## src/rtl/psm_pkg.sv

```systemverilog
package psm_pkg;
    localparam int RULE_CNT   = 4;
    localparam int RULE_SETUP = 0;
    localparam int RULE_WAKE  = 1;
    localparam int RULE_SLEEP = 2;
    localparam int RULE_GRANT = 3;

    typedef struct packed {
        logic stop_n;
        logic slp_n;
        logic dslp_n;
        logic dpwr_n;
    } ctl_pins_t;
endpackage

```

## src/rtl/psm_setup_chk.sv

```systemverilog
module psm_setup_chk #(
    parameter int LIMIT = 48000
) (
    input  logic clk,
    input  logic rst_n,
    input  logic all_high,
    input  logic rst_rise,
    output logic hit
);
    localparam int W = $clog2(LIMIT + 1);
    localparam logic [W-1:0] LIM_V = W'(LIMIT);

    typedef struct packed {
        logic [W-1:0] cnt;
    } st_t;

    st_t st_d, st_q;

    always_comb begin
        st_d = st_q;
        if (!all_high)
            st_d.cnt = '0;
        else if (st_q.cnt != LIM_V)
            st_d.cnt = st_q.cnt + 1'b1;
        // edge cycle must itself be quiet and preceded by LIMIT quiet samples
        hit = rst_rise && (!all_high || (st_q.cnt != LIM_V));
    end

    always_ff @(posedge clk or negedge rst_n) begin
        if (!rst_n) st_q <= '0;
        else        st_q <= st_d;
    end

    p_sat_hold_r2: assert property (@(posedge clk) disable iff (!rst_n)
        (st_q.cnt == LIM_V && all_high) |=> st_q.cnt == LIM_V);
    p_cnt_bound_r2: assert property (@(posedge clk) disable iff (!rst_n)
        st_q.cnt <= LIM_V);
endmodule

```

## src/rtl/psm_gap_chk.sv

```systemverilog
module psm_gap_chk #(
    parameter int GAP = 10
) (
    input  logic clk,
    input  logic rst_n,
    input  logic slp_rise,
    input  logic stop_rise,
    output logic hit
);
    localparam int W = $clog2(GAP + 1);
    localparam logic [W-1:0] GAP_V = W'(GAP);

    typedef struct packed {
        logic         armed;
        logic [W-1:0] since;
    } st_t;

    st_t st_d, st_q;

    always_comb begin
        st_d = st_q;
        if (st_q.since != GAP_V)
            st_d.since = st_q.since + 1'b1;
        if (slp_rise) begin
            st_d.since = W'(1);
            st_d.armed = 1'b1;
        end
        if (stop_rise)
            st_d.armed = 1'b0;
        hit = stop_rise && (slp_rise || (st_q.armed && (st_q.since < GAP_V)));
    end

    always_ff @(posedge clk or negedge rst_n) begin
        if (!rst_n) st_q <= '{armed: 1'b0, since: GAP_V};
        else        st_q <= st_d;
    end

    p_since_bound_r3: assert property (@(posedge clk) disable iff (!rst_n)
        st_q.since <= GAP_V);
    p_disarm_r4: assert property (@(posedge clk) disable iff (!rst_n)
        stop_rise |=> !st_q.armed);
endmodule

```

## src/rtl/psm_grant_chk.sv

```systemverilog
module psm_grant_chk #(
    parameter int LIMIT = 20
) (
    input  logic clk,
    input  logic rst_n,
    input  logic ack,
    input  logic entered,
    output logic hit
);
    localparam int W = $clog2(LIMIT + 1);
    localparam logic [W-1:0] LAST_V = W'(LIMIT - 1);
    localparam logic [W-1:0] LIM_V  = W'(LIMIT);

    typedef struct packed {
        logic         pend;
        logic [W-1:0] wait_cnt;
    } st_t;

    st_t st_d, st_q;

    always_comb begin
        st_d = st_q;
        hit  = 1'b0;
        if (st_q.pend) begin
            if (entered) begin
                st_d.pend = 1'b0;
            end else begin
                st_d.wait_cnt = st_q.wait_cnt + 1'b1;
                if (st_q.wait_cnt == LAST_V) begin
                    hit       = 1'b1;
                    st_d.pend = 1'b0;
                end
            end
        end
        if (ack) begin
            st_d.pend     = !entered;
            st_d.wait_cnt = '0;
        end
    end

    always_ff @(posedge clk or negedge rst_n) begin
        if (!rst_n) st_q <= '0;
        else        st_q <= st_d;
    end

    p_wait_bound_r6: assert property (@(posedge clk) disable iff (!rst_n)
        st_q.pend |-> st_q.wait_cnt < LIM_V);
    p_entered_ends_r6: assert property (@(posedge clk) disable iff (!rst_n)
        (entered && !ack) |=> !st_q.pend);
endmodule

```

## src/rtl/pwr_seq_monitor.sv

```systemverilog
module pwr_seq_monitor #(
    parameter int CLK_MHZ       = 100,
    parameter int SETUP_US      = 480,
    parameter int WAKE_GAP_CLKS = 10,
    parameter int ENTRY_CLKS    = 20
) (
    input  logic       clk,
    input  logic       rst_n,
    input  logic       clr,
    input  logic       stopclk_n,
    input  logic       sleep_n,
    input  logic       dsleep_n,
    input  logic       dpwr_n,
    input  logic       sys_rst_n,
    input  logic       ack_resp,
    input  logic       grant_reached,
    output logic [3:0] viol,
    output logic       err
);
    import psm_pkg::*;

    localparam int SETUP_CLKS = SETUP_US * CLK_MHZ;

    typedef struct packed {
        logic                stop_prev;
        logic                slp_prev;
        logic                rst_prev;
        logic [RULE_CNT-1:0] viol;
        logic                err;
    } st_t;

    localparam st_t ST_RST = '{stop_prev: 1'b1, slp_prev: 1'b1, rst_prev: 1'b1,
                               viol: '0, err: 1'b0};

    st_t                 st_d, st_q;
    ctl_pins_t           pins;
    logic                all_high, slp_rise, slp_fall, stop_rise, rst_rise, in_grant;
    logic [RULE_CNT-1:0] hit;

    always_comb begin
        pins      = '{stop_n: stopclk_n, slp_n: sleep_n, dslp_n: dsleep_n, dpwr_n: dpwr_n};
        all_high  = &pins;
        slp_rise  = sleep_n & ~st_q.slp_prev;
        slp_fall  = ~sleep_n & st_q.slp_prev;
        stop_rise = stopclk_n & ~st_q.stop_prev;
        rst_rise  = sys_rst_n & ~st_q.rst_prev;
        in_grant  = ~stopclk_n & grant_reached;
    end

    psm_setup_chk #(.LIMIT(SETUP_CLKS)) u_setup (
        .clk(clk), .rst_n(rst_n), .all_high(all_high), .rst_rise(rst_rise),
        .hit(hit[RULE_SETUP])
    );

    psm_gap_chk #(.GAP(WAKE_GAP_CLKS)) u_gap (
        .clk(clk), .rst_n(rst_n), .slp_rise(slp_rise), .stop_rise(stop_rise),
        .hit(hit[RULE_WAKE])
    );

    assign hit[RULE_SLEEP] = slp_fall & ~in_grant;

    psm_grant_chk #(.LIMIT(ENTRY_CLKS)) u_grant (
        .clk(clk), .rst_n(rst_n), .ack(ack_resp), .entered(grant_reached),
        .hit(hit[RULE_GRANT])
    );

    always_comb begin
        st_d           = st_q;
        st_d.stop_prev = stopclk_n;
        st_d.slp_prev  = sleep_n;
        st_d.rst_prev  = sys_rst_n;
        st_d.viol      = (clr ? '0 : st_q.viol) | hit;
        st_d.err       = |st_d.viol;
    end

    always_ff @(posedge clk or negedge rst_n) begin
        if (!rst_n) st_q <= ST_RST;
        else        st_q <= st_d;
    end

    assign viol = st_q.viol;
    assign err  = st_q.err;

    for (genvar gi = 0; gi < RULE_CNT; gi++) begin : g_rule
        p_sticky_r7: assert property (@(posedge clk) disable iff (!rst_n)
            (st_q.viol[gi] && !clr) |=> st_q.viol[gi]);
        p_clear_r8: assert property (@(posedge clk) disable iff (!rst_n)
            (clr && !hit[gi]) |=> !st_q.viol[gi]);
        p_record_r8: assert property (@(posedge clk) disable iff (!rst_n)
            hit[gi] |=> st_q.viol[gi]);
    end

    p_setup_edge_r1: assert property (@(posedge clk) disable iff (!rst_n)
        (rst_rise && !all_high) |=> viol[RULE_SETUP]);
    p_sleep_off_grant_r5: assert property (@(posedge clk) disable iff (!rst_n)
        (slp_fall && stopclk_n) |=> viol[RULE_SLEEP]);
    p_err_or_r7: assert property (@(posedge clk) disable iff (!rst_n)
        err == (viol != '0));
endmodule

```

## config.mk

```make
export PLATFORM = sky130hd
export DESIGN_NAME = pwr_seq_monitor
export DESIGN_NICKNAME = d
export VERILOG_FILES = /design/src/rtl/psm_pkg.sv /design/src/rtl/psm_setup_chk.sv /design/src/rtl/psm_gap_chk.sv /design/src/rtl/psm_grant_chk.sv /design/src/rtl/pwr_seq_monitor.sv
export SDC_FILE = /design/constraint.sdc
export NUM_CORES = 1
export LEC_CHECK = 0
export ABC_AREA = 1
export ABC_CLOCK_PERIOD_IN_PS = 1300
export CORE_MARGIN = 2
export CORE_UTILIZATION = 30
export CTS_BUF_LIST = sky130_fd_sc_hd__clkbuf_8
export DETAILED_ROUTE_END_ITERATION = 10
export PLACE_DENSITY = 0.56
export SYNTH_ARGS = -nofsm -noshare
export SYNTH_HDL_FRONTEND = slang
export SYNTH_SLANG_ARGS = --single-unit
```

## constraint.sdc

```tcl
create_clock -name clk -period 1.3 [get_ports clk]
set_input_delay 0.325 -clock clk [delete_from_list [all_inputs] [get_ports clk]]
set_output_delay 0.325 -clock clk [all_outputs]
set_load 0.05 [all_outputs]
```

==> flow_summary.json, run 1 <==
{
  "cts_made_buffers": 5,
  "cp-end-kind": "flip-flop",
  "dr.pass1.iters": 4,
  "post-route-min-period_ns": 1.30,
  "vdd_ir_drop_max_mv": 0.715,
  "syn_inst": 231,
  "cts_tree": "built",
  "totalWireLength_microns": 3980,
  "dpl.hpwl_microns": 2880,
  "worst_pin_slew_ns": 0.257,
  "wire_per_inst_microns": 11.6,
  "leakage_nw": 1.17,
  "synth_cell_types": 29,
  "crit_arrival_ns": 1.50,
  "utilization": 0.412,
  "crit_start": "u_setup.st_q[0]$_DFFE_PN0P_",
  "post-route-drc-count": 0,
  "fill_cells": 600,
  "multiInputGateArea_sq_um": 870,
  "start_util": 0.313,
  "cts_root_buf": "clkbuf_8",
  "drv_slew": 0,
  "cts_num_sinks": 35,
  "seq_area_frac_synth": 0.473,
  "syn_nets": 246,
  "cp.required_ns": 1.49,
  "postSynthAreaPerCell_sq_um": 8.07,
  "cts_htree_levels": 2,
  "clk_latency_ns": 0.30,
  "r2r_start": "u_setup.st_q[0]$_DFFE_PN0P_",
  "hp-start": "stopclk_n",
  "portBuffers": 14,
  "grt_pass1_wl_microns": 7060,
  "regArea_sq_um": 883,
  "outcome": "finished, violations left",
  "diodes": 0,
  "maxCapViolCount": 0,
  "vias": 1562,
  "slew_headroom": 0.827,
  "fmax_ghz": 0.767,
  "chipWidth_microns": 82.8,
  "viasPerCell": 4.57,
  "ant_nets": 0,
  "final_cell_mix": "34 x inv_1, 34 x nand2_1, 31 x nor2_1",
  "finalHoldViolations": 0,
  "yosysWarningCount": 0,
  "routabilityCongestion": 0.769,
  "dp.cells": 330,
  "fin_skew_ns": 0.00731,
  "synth_area_sq_um": 1860,
  "drtIter0Drc": 116,
  "fin_cells": 342,
  "area_growth_pct": 31.5,
  "crit_type": "flip-flop to flip-flop",
  "synth_seq_cells": 35,
  "drive_above_1_share": 0.262,
  "dieArea_sq_um": 6860,
  "grt_usage": 0.128,
  "fin_crit_sh": 1.00,
  "violations": "setup timing",
  "start_kind": "flip-flop",
  "setup_viol": 1,
  "core_area_sq_um": 5960,
  "rows": 28,
  "grt_overflow": 0,
  "die_y_microns": 82.8,
  "final_nets": 281,
  "hold_class": "input port to flip-flop",
  "path_max_fanout": 4,
  "power_density_nw_per_um2": 1100,
  "setup_ws_ns": -0.00420,
  "rsz0062_at_grt": "yes",
  "clk_pin_slew_ns": 0.08,
  "grt_start_max_net_pins": 36,
  "power_mw": 2.71,
  "antenna_found_initial": 0,
  "clockBufferDepth": 2,
  "io_pins": 15,
  "grt_pass1_vias": 1542
}
## critical path, stage by stage (launching register included)
cell	delay (ns)
dfrtp_1	0.39
buf_4	0.14
nand3_4	0.11
nor3_4	0.24
buf_4	0.17
nand3_1	0.06
nand2_1	0.07
nor2_1	0.03
## final timing paths
kind	to	slack, ns	cells after the start
min in group asynchronous	u_setup.st_q[6]$_DFFE_PN0P_	0.52	3
worst max-delay path	u_setup.st_q[9]$_DFFE_PN0P_	-0.004	7
worst max register to register	u_setup.st_q[9]$_DFFE_PN0P_	-0.004	7
worst min register to register	u_gap.st_q[3]$_DFFE_PN1P_	0.50	2
max in group asynchronous	st_q[6]$_DFF_PN1_	0.54	3
worst min-delay path	st_q[7]$_DFF_PN1_	0.21	1
## where the power goes
group	total [mW]	internal [mW]	switching, mW
combinational	0.427	0.199	0.228
clock	1.00	0.571	0.431
sequential	1.28	1.20	0.0774
total	2.71	1.97	0.737
## logic make-up (layout without fill, tap and decap cells)
family	after synthesis	in the layout	share of synthesized area
and+or+nand+nor	120	120	0.308
buffers and inverters	42	78	0.0966
DFF	35	35	0.473
AOI/OAI and AO/OA	27	27	0.0792
adders and majority gates	5	5	0.0336
xor gates and xnor gates	2	2	0.00940
## state kept, by name (all words and copies together) (netlist names)
signal / flops
st_q: 3
viol: 4
u_grant.st_q: 6
err: 1
u_setup.st_q: 16
u_gap.st_q: 5
## Yosys cell counts (all sizes together)
master,number,area share
or2,1,0.0034
o22ai,2,0.0067
o21bai,1,0.0060
a211oi,1,0.0040
dfstp,5,0.070
buf,5,0.022
inv,37,0.074
nor2,37,0.081
xor2,1,0.0047
a21oi,12,0.032
a31oi,1,0.0034
nand3b,1,0.0040
o21ai,10,0.027
nand3,21,0.063
xnor2,1,0.0047
nor3,6,0.028
ha,5,0.034
dfrtp,30,0.40
nand2,45,0.095
nand4,9,0.034
## what timing repair did
action	4_1_cts	5_1_grt
endpoints found under the setup margin	1	20
hold endpoints to repair	30	0
hold buffers	1	0
buffers inserted	0	3
pin swaps	1	12
resized for setup	3	24
## area by class of cell
type                            count  area share
Tap cell                           75      0.0383
Multi-Input combinational cell    154       0.355
Inverter                           37      0.0566
Timing Repair Buffer               33       0.144
Sequential cell                    35       0.360
Clock inverter                      3      0.0179
Clock buffer                        5      0.0281
## through the flow
| stage | setup TNS, ns | instance area (sq um) | hold WS (ns) | worst slack [ns] |
|---|---|---|---|---|
| final | -0.00420 | 2450 | 0.211 | -0.00420 |
| after CTS | 0 | 2360 | 0.459 | 0.0133 |
| after detailed placement | -5.57 | 2230 | 0.304 | -0.293 |
| after floorplan | 0 | 1860 | 0.0294 | 0.0746 |
| after global placement | -4.81 | 2230 | 0.309 | -0.281 |
| after global routing | -0.679 | 2450 | 0.212 | -0.0985 |
## metal layers
| layer | routed length [microns] | track usage |
|---|---|---|
| met5 | 0 | 0 |
| met2 | 1840 | 0.200 |
| met4 | 85 | 0.0626 |
| met3 | 101 | 0.0298 |
| met1 | 1950 | 0.166 |
(Power assumes the default switching activity.)
==> inputs of run 2 (changes only) <==
--- a/config.mk
+++ b/config.mk
@@ -5,13 +5,12 @@
 export SDC_FILE = /design/constraint.sdc
 export NUM_CORES = 1
 export LEC_CHECK = 0
-export ABC_AREA = 1
 export ABC_CLOCK_PERIOD_IN_PS = 1300
 export CORE_MARGIN = 2
 export CORE_UTILIZATION = 30
 export CTS_BUF_LIST = sky130_fd_sc_hd__clkbuf_8
 export DETAILED_ROUTE_END_ITERATION = 10
-export PLACE_DENSITY = 0.56
+export PLACE_DENSITY = 0.57
 export SYNTH_ARGS = -nofsm -noshare
 export SYNTH_HDL_FRONTEND = slang
 export SYNTH_SLANG_ARGS = --single-unit
==> run 2 against run 1 <==
Against the previous run: the run still ends with setup timing left; non-clock buffer count grew 30; power fell by 5.2%; clock-buffer cell count did not move; critical path type unchanged; highest routed layer unchanged.
==> flow_summary.json, run 2 <==
{
  "rsz0062_at_grt": "yes",
  "cp.required_ns": 1.48,
  "placed_area_sq_um": 2330,
  "crit_arrival_ns": 1.78,
  "chipWidth_microns": 79.9,
  "drive_above_1_share": 0.415,
  "viasPerCell": 4.67,
  "power_density_nw_per_um2": 968,
  "hold_class": "input port to flip-flop",
  "maxCapViolCount": 0,
  "syn_nets": 186,
  "dieArea_sq_um": 6380,
  "totalWireLength_microns": 3850,
  "fmax_ghz": 0.622,
  "ant_nets": 0,
  "yosysWarningCount": 0,
  "rrSetupSlack_ns": -0.31,
  "hp-start": "grant_reached",
  "fin_cells": 308,
  "synthTopCellsByCount": "30 x dfrtp_1, 23 x nor2_1, 11 x nand3_1, 9 x xor2_1",
  "regArea_sq_um": 882,
  "final_cell_mix": "40 x buf_4, 30 x dfrtp_1, 22 x nor2_1",
  "yosysTopAreaCellShare": 0.435,
  "cts_htree_levels": 2,
  "reg.largest.list": "u_setup.st_q (16), u_grant.st_q (6), u_gap.st_q (5)",
  "clk_pin_slew_ns": 0.07,
  "finalHoldViolations": 0,
  "place_ws_ns": -0.448,
  "drtIter0Drc": 34,
  "dpl.hpwl_microns": 2670,
  "multiInputGateArea_sq_um": 951,
  "wire_per_inst_microns": 12.5,
  "vias": 1437,
  "grt_start_max_net_pins": 36,
  "postSynthAreaPerCell_sq_um": 10.1,
  "area_growth_pct": 53.5,
  "post-route-drc-count": 0,
  "r2r_start": "u_setup.st_q[0]$_DFFE_PN0P_",
  "die_y_microns": 79.9,
  "synth_flop_cell": "dfrtp_1",
  "synthTopCellsByArea": "dfrtp_1 43%, dfstp_2 7.6%, nor2_1 5.0%",
  "antenna_found_initial": 0,
  "grt_overflow": 0,
  "outcome": "finished, violations left",
  "synth_cell_types": 34,
  "worst_pin_slew_ns": 0.323,
  "layout_commonest_cell": "buf_4",
  "crit_type": "flip-flop to flip-flop",
  "grt_pass1_wl_microns": 6510,
  "dr.pass1.iters": 3,
  "fin_skew_ns": 0.00354,
  "crit_start": "u_setup.st_q[0]$_DFFE_PN0P_",
  "setup_viol": 13,
  "syn_inst": 171,
  "fill_cells": 539,
  "cts_num_sinks": 35,
  "worst_hold_slack_ns": 0.285,
  "synth_area_sq_um": 1730,
  "post-route-min-period_ns": 1.61,
  "design_area_sq_um": 2650,
  "synth_seq_cells": 35,
  "setup_ws_ns": -0.307,
  "io_pins": 15,
  "violations": "setup timing",
  "diodes": 0,
  "grt_pass1_vias": 1429,
  "crit_end": "u_setup.st_q[12]$_DFFE_PN0P_",
  "cts_tree": "built",
  "hold_buffers": 0,
  "vdd_ir_drop_max_mv": 0.409,
  "ff2ff_path_depth": 7,
  "dp.cells": 293,
  "cp-end-kind": "flip-flop",
  "core_area_sq_um": 5540,
  "start_util": 0.312,
  "rows": 27,
  "start_kind": "flip-flop",
  "largest_register_ffs": 16,
  "cts_root_buf": "clkbuf_8",
  "grt_usage": 0.132,
  "path_max_fanout": 4,
  "clk_latency_ns": 0.28,
  "fin_crit_sh": 1.24,
  "leakage_nw": 1.18,
  "synth_top_cell_by_area": "dfrtp_1",
  "timing.rr.end": "u_setup.st_q[12]$_DFFE_PN0P_",
  "cts_made_buffers": 5,
  "tns_ns": -2.38,
  "clockBufferDepth": 2,
  "yosysMostFrequentCell": "dfrtp_1",
  "slew_headroom": 0.784,
  "routabilityCongestion": 0.772,
  "top_register": "u_setup.st_q",
  "synth_edf_count": 0,
  "portBuffers": 14,
  "final_nets": 250,
  "synthArstFlopShare": 1.00,
  "seq_area_frac_synth": 0.511,
  "drv_slew": 0
}
run 2: metrics by stage:
stage / total power [mW] / utilization
5_1_grt: 2.70 / 0.478
3_3_place_gp: 1.79 / 0.421
4_1_cts: 2.58 / 0.452
6_report: 2.57 / 0.478
3_5_place_dp: 1.80 / 0.421
2_1_floorplan: 1.53 / -
run 2: timing repair:
action,in CTS,in global routing
endpoints found under the hold margin,0,0
resized for setup,18,22
endpoints found under the setup margin,14,21
setup buffers,1,7
pin swaps,12,17
run 2: critical path, stage by stage (launching register included):
cell and delay, ns:
dfrtp_1 0.37, buf_4 0.12, buf_6 0.10, ha_4 0.13, nand4_1 0.19, nor4_2 0.38, xnor2_1 0.16, nor2_1 0.05
run 2: layout make-up:
| cell class | count | share of cell area |
|---|---|---|
| flip-flops and latches | 35 | 0.333 |
| multi-input cells | 122 | 0.359 |
| clock buffers | 5 | 0.0260 |
| repair buffers | 63 | 0.231 |
| clock inverters | 3 | 0.00614 |
| inverters | 8 | 0.0113 |
| well taps | 72 | 0.0340 |
run 2: how the worst min path moves through the flow:
stage	to	slack, ns	cells past startpoint
2_1_floorplan	err$_DFF_PN0_	0.03	0
3_3_place_gp	u_grant.st_q[5]$_DFF_PN0_	0.49	2
3_5_place_dp	u_gap.st_q[4]$_DFFE_PN0P_	0.49	2
4_1_cts	u_setup.st_q[0]$_DFFE_PN0P_	0.41	2
5_1_grt	u_grant.st_q[5]$_DFF_PN0_	0.32	2
6_report	u_grant.st_q[5]$_DFF_PN0_	0.28	2
run 2: where the power goes:
part           internal (mW)  switching (mW)
sequential              1.20          0.0500
clock                  0.366           0.389
combinational          0.309           0.255
total                   1.87           0.694
run 2: logic make-up after synthesis:
family,count (synthesis),share of synthesized area
AO/OA/AOI/OAI,17,0.0623
XOR/XNOR,16,0.0812
adder cells (fa/ha/maj),5,0.0362
buffers and inverters,14,0.0391
flip-flops,35,0.511
multiplexers,2,0.0116
AND/OR/NAND/NOR,82,0.259
run 2: routing by layer:
layer  part of all wire  GRT usage
met1               0.45      0.169
met2               0.50      0.213
met3              0.033     0.0351
met4              0.015     0.0508
met5                  0          0
==> inputs of run 3 (changes only) <==
--- a/config.mk
+++ b/config.mk
@@ -11,6 +11,7 @@
 export CTS_BUF_LIST = sky130_fd_sc_hd__clkbuf_8
 export DETAILED_ROUTE_END_ITERATION = 10
 export PLACE_DENSITY = 0.57
+export RECOVER_POWER = 50
 export SYNTH_ARGS = -nofsm -noshare
 export SYNTH_HDL_FRONTEND = slang
 export SYNTH_SLANG_ARGS = --single-unit
==> run 3 against run 2 <==
Against the previous run: the run still ends with setup timing left; critical path depth is the same; combinational power is 1% lower; global-route usage is the same; utilization fell by 0.27 points; via count unchanged; first-iteration DRC count shrank 2.9%; clock-buffer cell count is the same; flip-flop and latch count is the same; highest routed layer unchanged.
==> flow_summary.json, run 3 (same netlist as run 2, synthesis figures left out) <==
{
  "dr.pass1.iters": 3,
  "crit_type": "flip-flop to flip-flop",
  "vdd_ir_drop_max_mv": 0.410,
  "wire_per_inst_microns": 12.5,
  "clockBufferDepth": 2,
  "drtIter0Drc": 33,
  "r2r_start": "u_setup.st_q[0]$_DFFE_PN0P_",
  "rrSetupSlack_ns": -0.31,
  "outcome": "finished, violations left",
  "timing.rr.end": "u_setup.st_q[12]$_DFFE_PN0P_",
  "chipWidth_microns": 79.9,
  "clk_pin_slew_ns": 0.07,
  "post-route-min-period_ns": 1.61,
  "hold_end": "u_grant.st_q[5]$_DFF_PN0_",
  "cts_num_sinks": 35,
  "leakage_nw": 1.17,
  "rsz0062_at_grt": "yes",
  "dp.cells": 293,
  "antenna_found_initial": 0,
  "violations": "setup timing",
  "dieArea_sq_um": 6380,
  "area_growth_pct": 52.6,
  "hold_buffers": 0,
  "grt_start_max_net_pins": 36,
  "power_mw": 2.56,
  "layout_commonest_cell": "buf_4",
  "viasPerCell": 4.67,
  "finalHoldViolations": 0,
  "dpl.hpwl_microns": 2670,
  "ant_nets": 0,
  "final_nets": 250,
  "routabilityCongestion": 0.772,
  "hold_class": "input port to flip-flop",
  "fin_cells": 308,
  "grt-busiest-layer": "met2",
  "cts_htree_levels": 2,
  "cts_made_buffers": 5,
  "cp-end-kind": "flip-flop",
  "fin_crit_sh": 1.24,
  "largest_register_ffs": 16,
  "core_area_sq_um": 5540,
  "cp.required_ns": 1.48,
  "path_max_fanout": 4,
  "die_y_microns": 79.9,
  "slew_headroom": 0.481,
  "start_kind": "flip-flop",
  "portBuffers": 14,
  "fin_skew_ns": 0.00355,
  "diodes": 0,
  "power_density_nw_per_um2": 971,
  "crit_arrival_ns": 1.78,
  "final_cell_mix": "40 x buf_4, 30 x dfrtp_1, 22 x nor2_1",
  "cts_tree": "built",
  "use_met2": 0.213,
  "io_pins": 15,
  "ff2ff_path_depth": 7,
  "fmax_ghz": 0.622,
  "vias": 1437,
  "setup_ws_ns": -0.307,
  "drv_slew": 0,
  "clk_latency_ns": 0.28,
  "post-route-drc-count": 0,
  "worst_pin_slew_ns": 0.779,
  "setup_viol": 13,
  "start_util": 0.312,
  "reg.largest.list": "u_setup.st_q (16), u_grant.st_q (6), u_gap.st_q (5)",
  "grt_pass1_wl_microns": 6510,
  "gr-usage-met1": 0.169,
  "grt_pass1_vias": 1429,
  "grt_overflow": 0,
  "cts_root_buf": "clkbuf_8",
  "maxCapViolCount": 0,
  "top_register": "u_setup.st_q",
  "grt_usage": 0.132,
  "hp-start": "grant_reached",
  "rows": 27,
  "totalWireLength_microns": 3850,
  "drive_above_1_share": 0.415,
  "holdPathStages": 2,
  "grtUsageMet3": 0.0351
}
[run 3: cell count changes in the layout (fill, tap and decap cells not counted)]
cell,before,now
buf_2,0,1
dlygate4sd3_1,0,1
clkdlybuf4s50_1,8,7
buf_12,7,6
[run 3: report_power, final]
part | internal (mW) | switching [mW] | leakage (nW) | total [mW]
clock network | 0.366 | 0.389 | 0.0453 | 0.755
logic | 0.303 | 0.254 | 0.673 | 0.557
registers | 1.20 | 0.0500 | 0.456 | 1.25
[run 3: worst max path at each step]
| stage | start | endpoint | depth (start not counted) |
|---|---|---|---|
| final | u_setup.st_q[0]$_DFFE_PN0P_ | u_setup.st_q[12]$_DFFE_PN0P_ | 7 |
| after CTS | u_setup.st_q[10]$_DFFE_PN0P_ | u_setup.st_q[15]$_DFFE_PN0P_ | 5 |
| after floorplan | u_setup.st_q[0]$_DFFE_PN0P_ | u_setup.st_q[10]$_DFFE_PN0P_ | 6 |
| after detailed placement | stopclk_n | err$_DFF_PN0_ | 5 |
| after global routing | u_setup.st_q[0]$_DFFE_PN0P_ | u_setup.st_q[10]$_DFFE_PN0P_ | 7 |
| after global placement | stopclk_n | err$_DFF_PN0_ | 5 |
[run 3: critical path: stages, from the launching register on]
cell and delay [ns]:
dfrtp_1 0.37, buf_4 0.12, buf_6 0.10, ha_4 0.13, nand4_1 0.19, nor4_2 0.38, xnor2_1 0.16, nor2_1 0.05
[run 3: layout make-up]
cell class,count,area (sq um)
Inverter,8,30.0
Tap cell,72,90.1
Multi-Input combinational cell,122,951
Clock buffer,5,68.8
Fill cell,540,2910
Clock inverter,3,16.3
Sequential cell,35,882
Timing Repair Buffer,63,597
[run 3: what timing repair did]
| action | CTS | global route |
|---|---|---|
| pin swaps | 12 | 17 |
| resized for setup | 18 | 22 |
| setup buffers | 1 | 7 |
| setup endpoints to repair | 14 | 21 |
[run 3: stage by stage]
stage	setup WS [ns]	cell area (sq um)	utilization	hold slack [ns]	TNS (ns)
2_1_floorplan	-0.176	1750	-	0.0294	-1.00
3_3_place_gp	-0.418	2330	0.421	0.490	-5.50
3_5_place_dp	-0.448	2330	0.421	0.490	-6.09
4_1_cts	-0.306	2500	0.452	0.407	-2.38
5_1_grt	-0.400	2640	0.476	0.320	-3.72
6_report	-0.307	2640	0.476	0.285	-2.38
[run 3: metal layers]
metal  wire (microns)  part of all wire
met1             1740              0.45
met2             1930              0.50
met3              127             0.033
met4               58             0.015
met5                0                 0
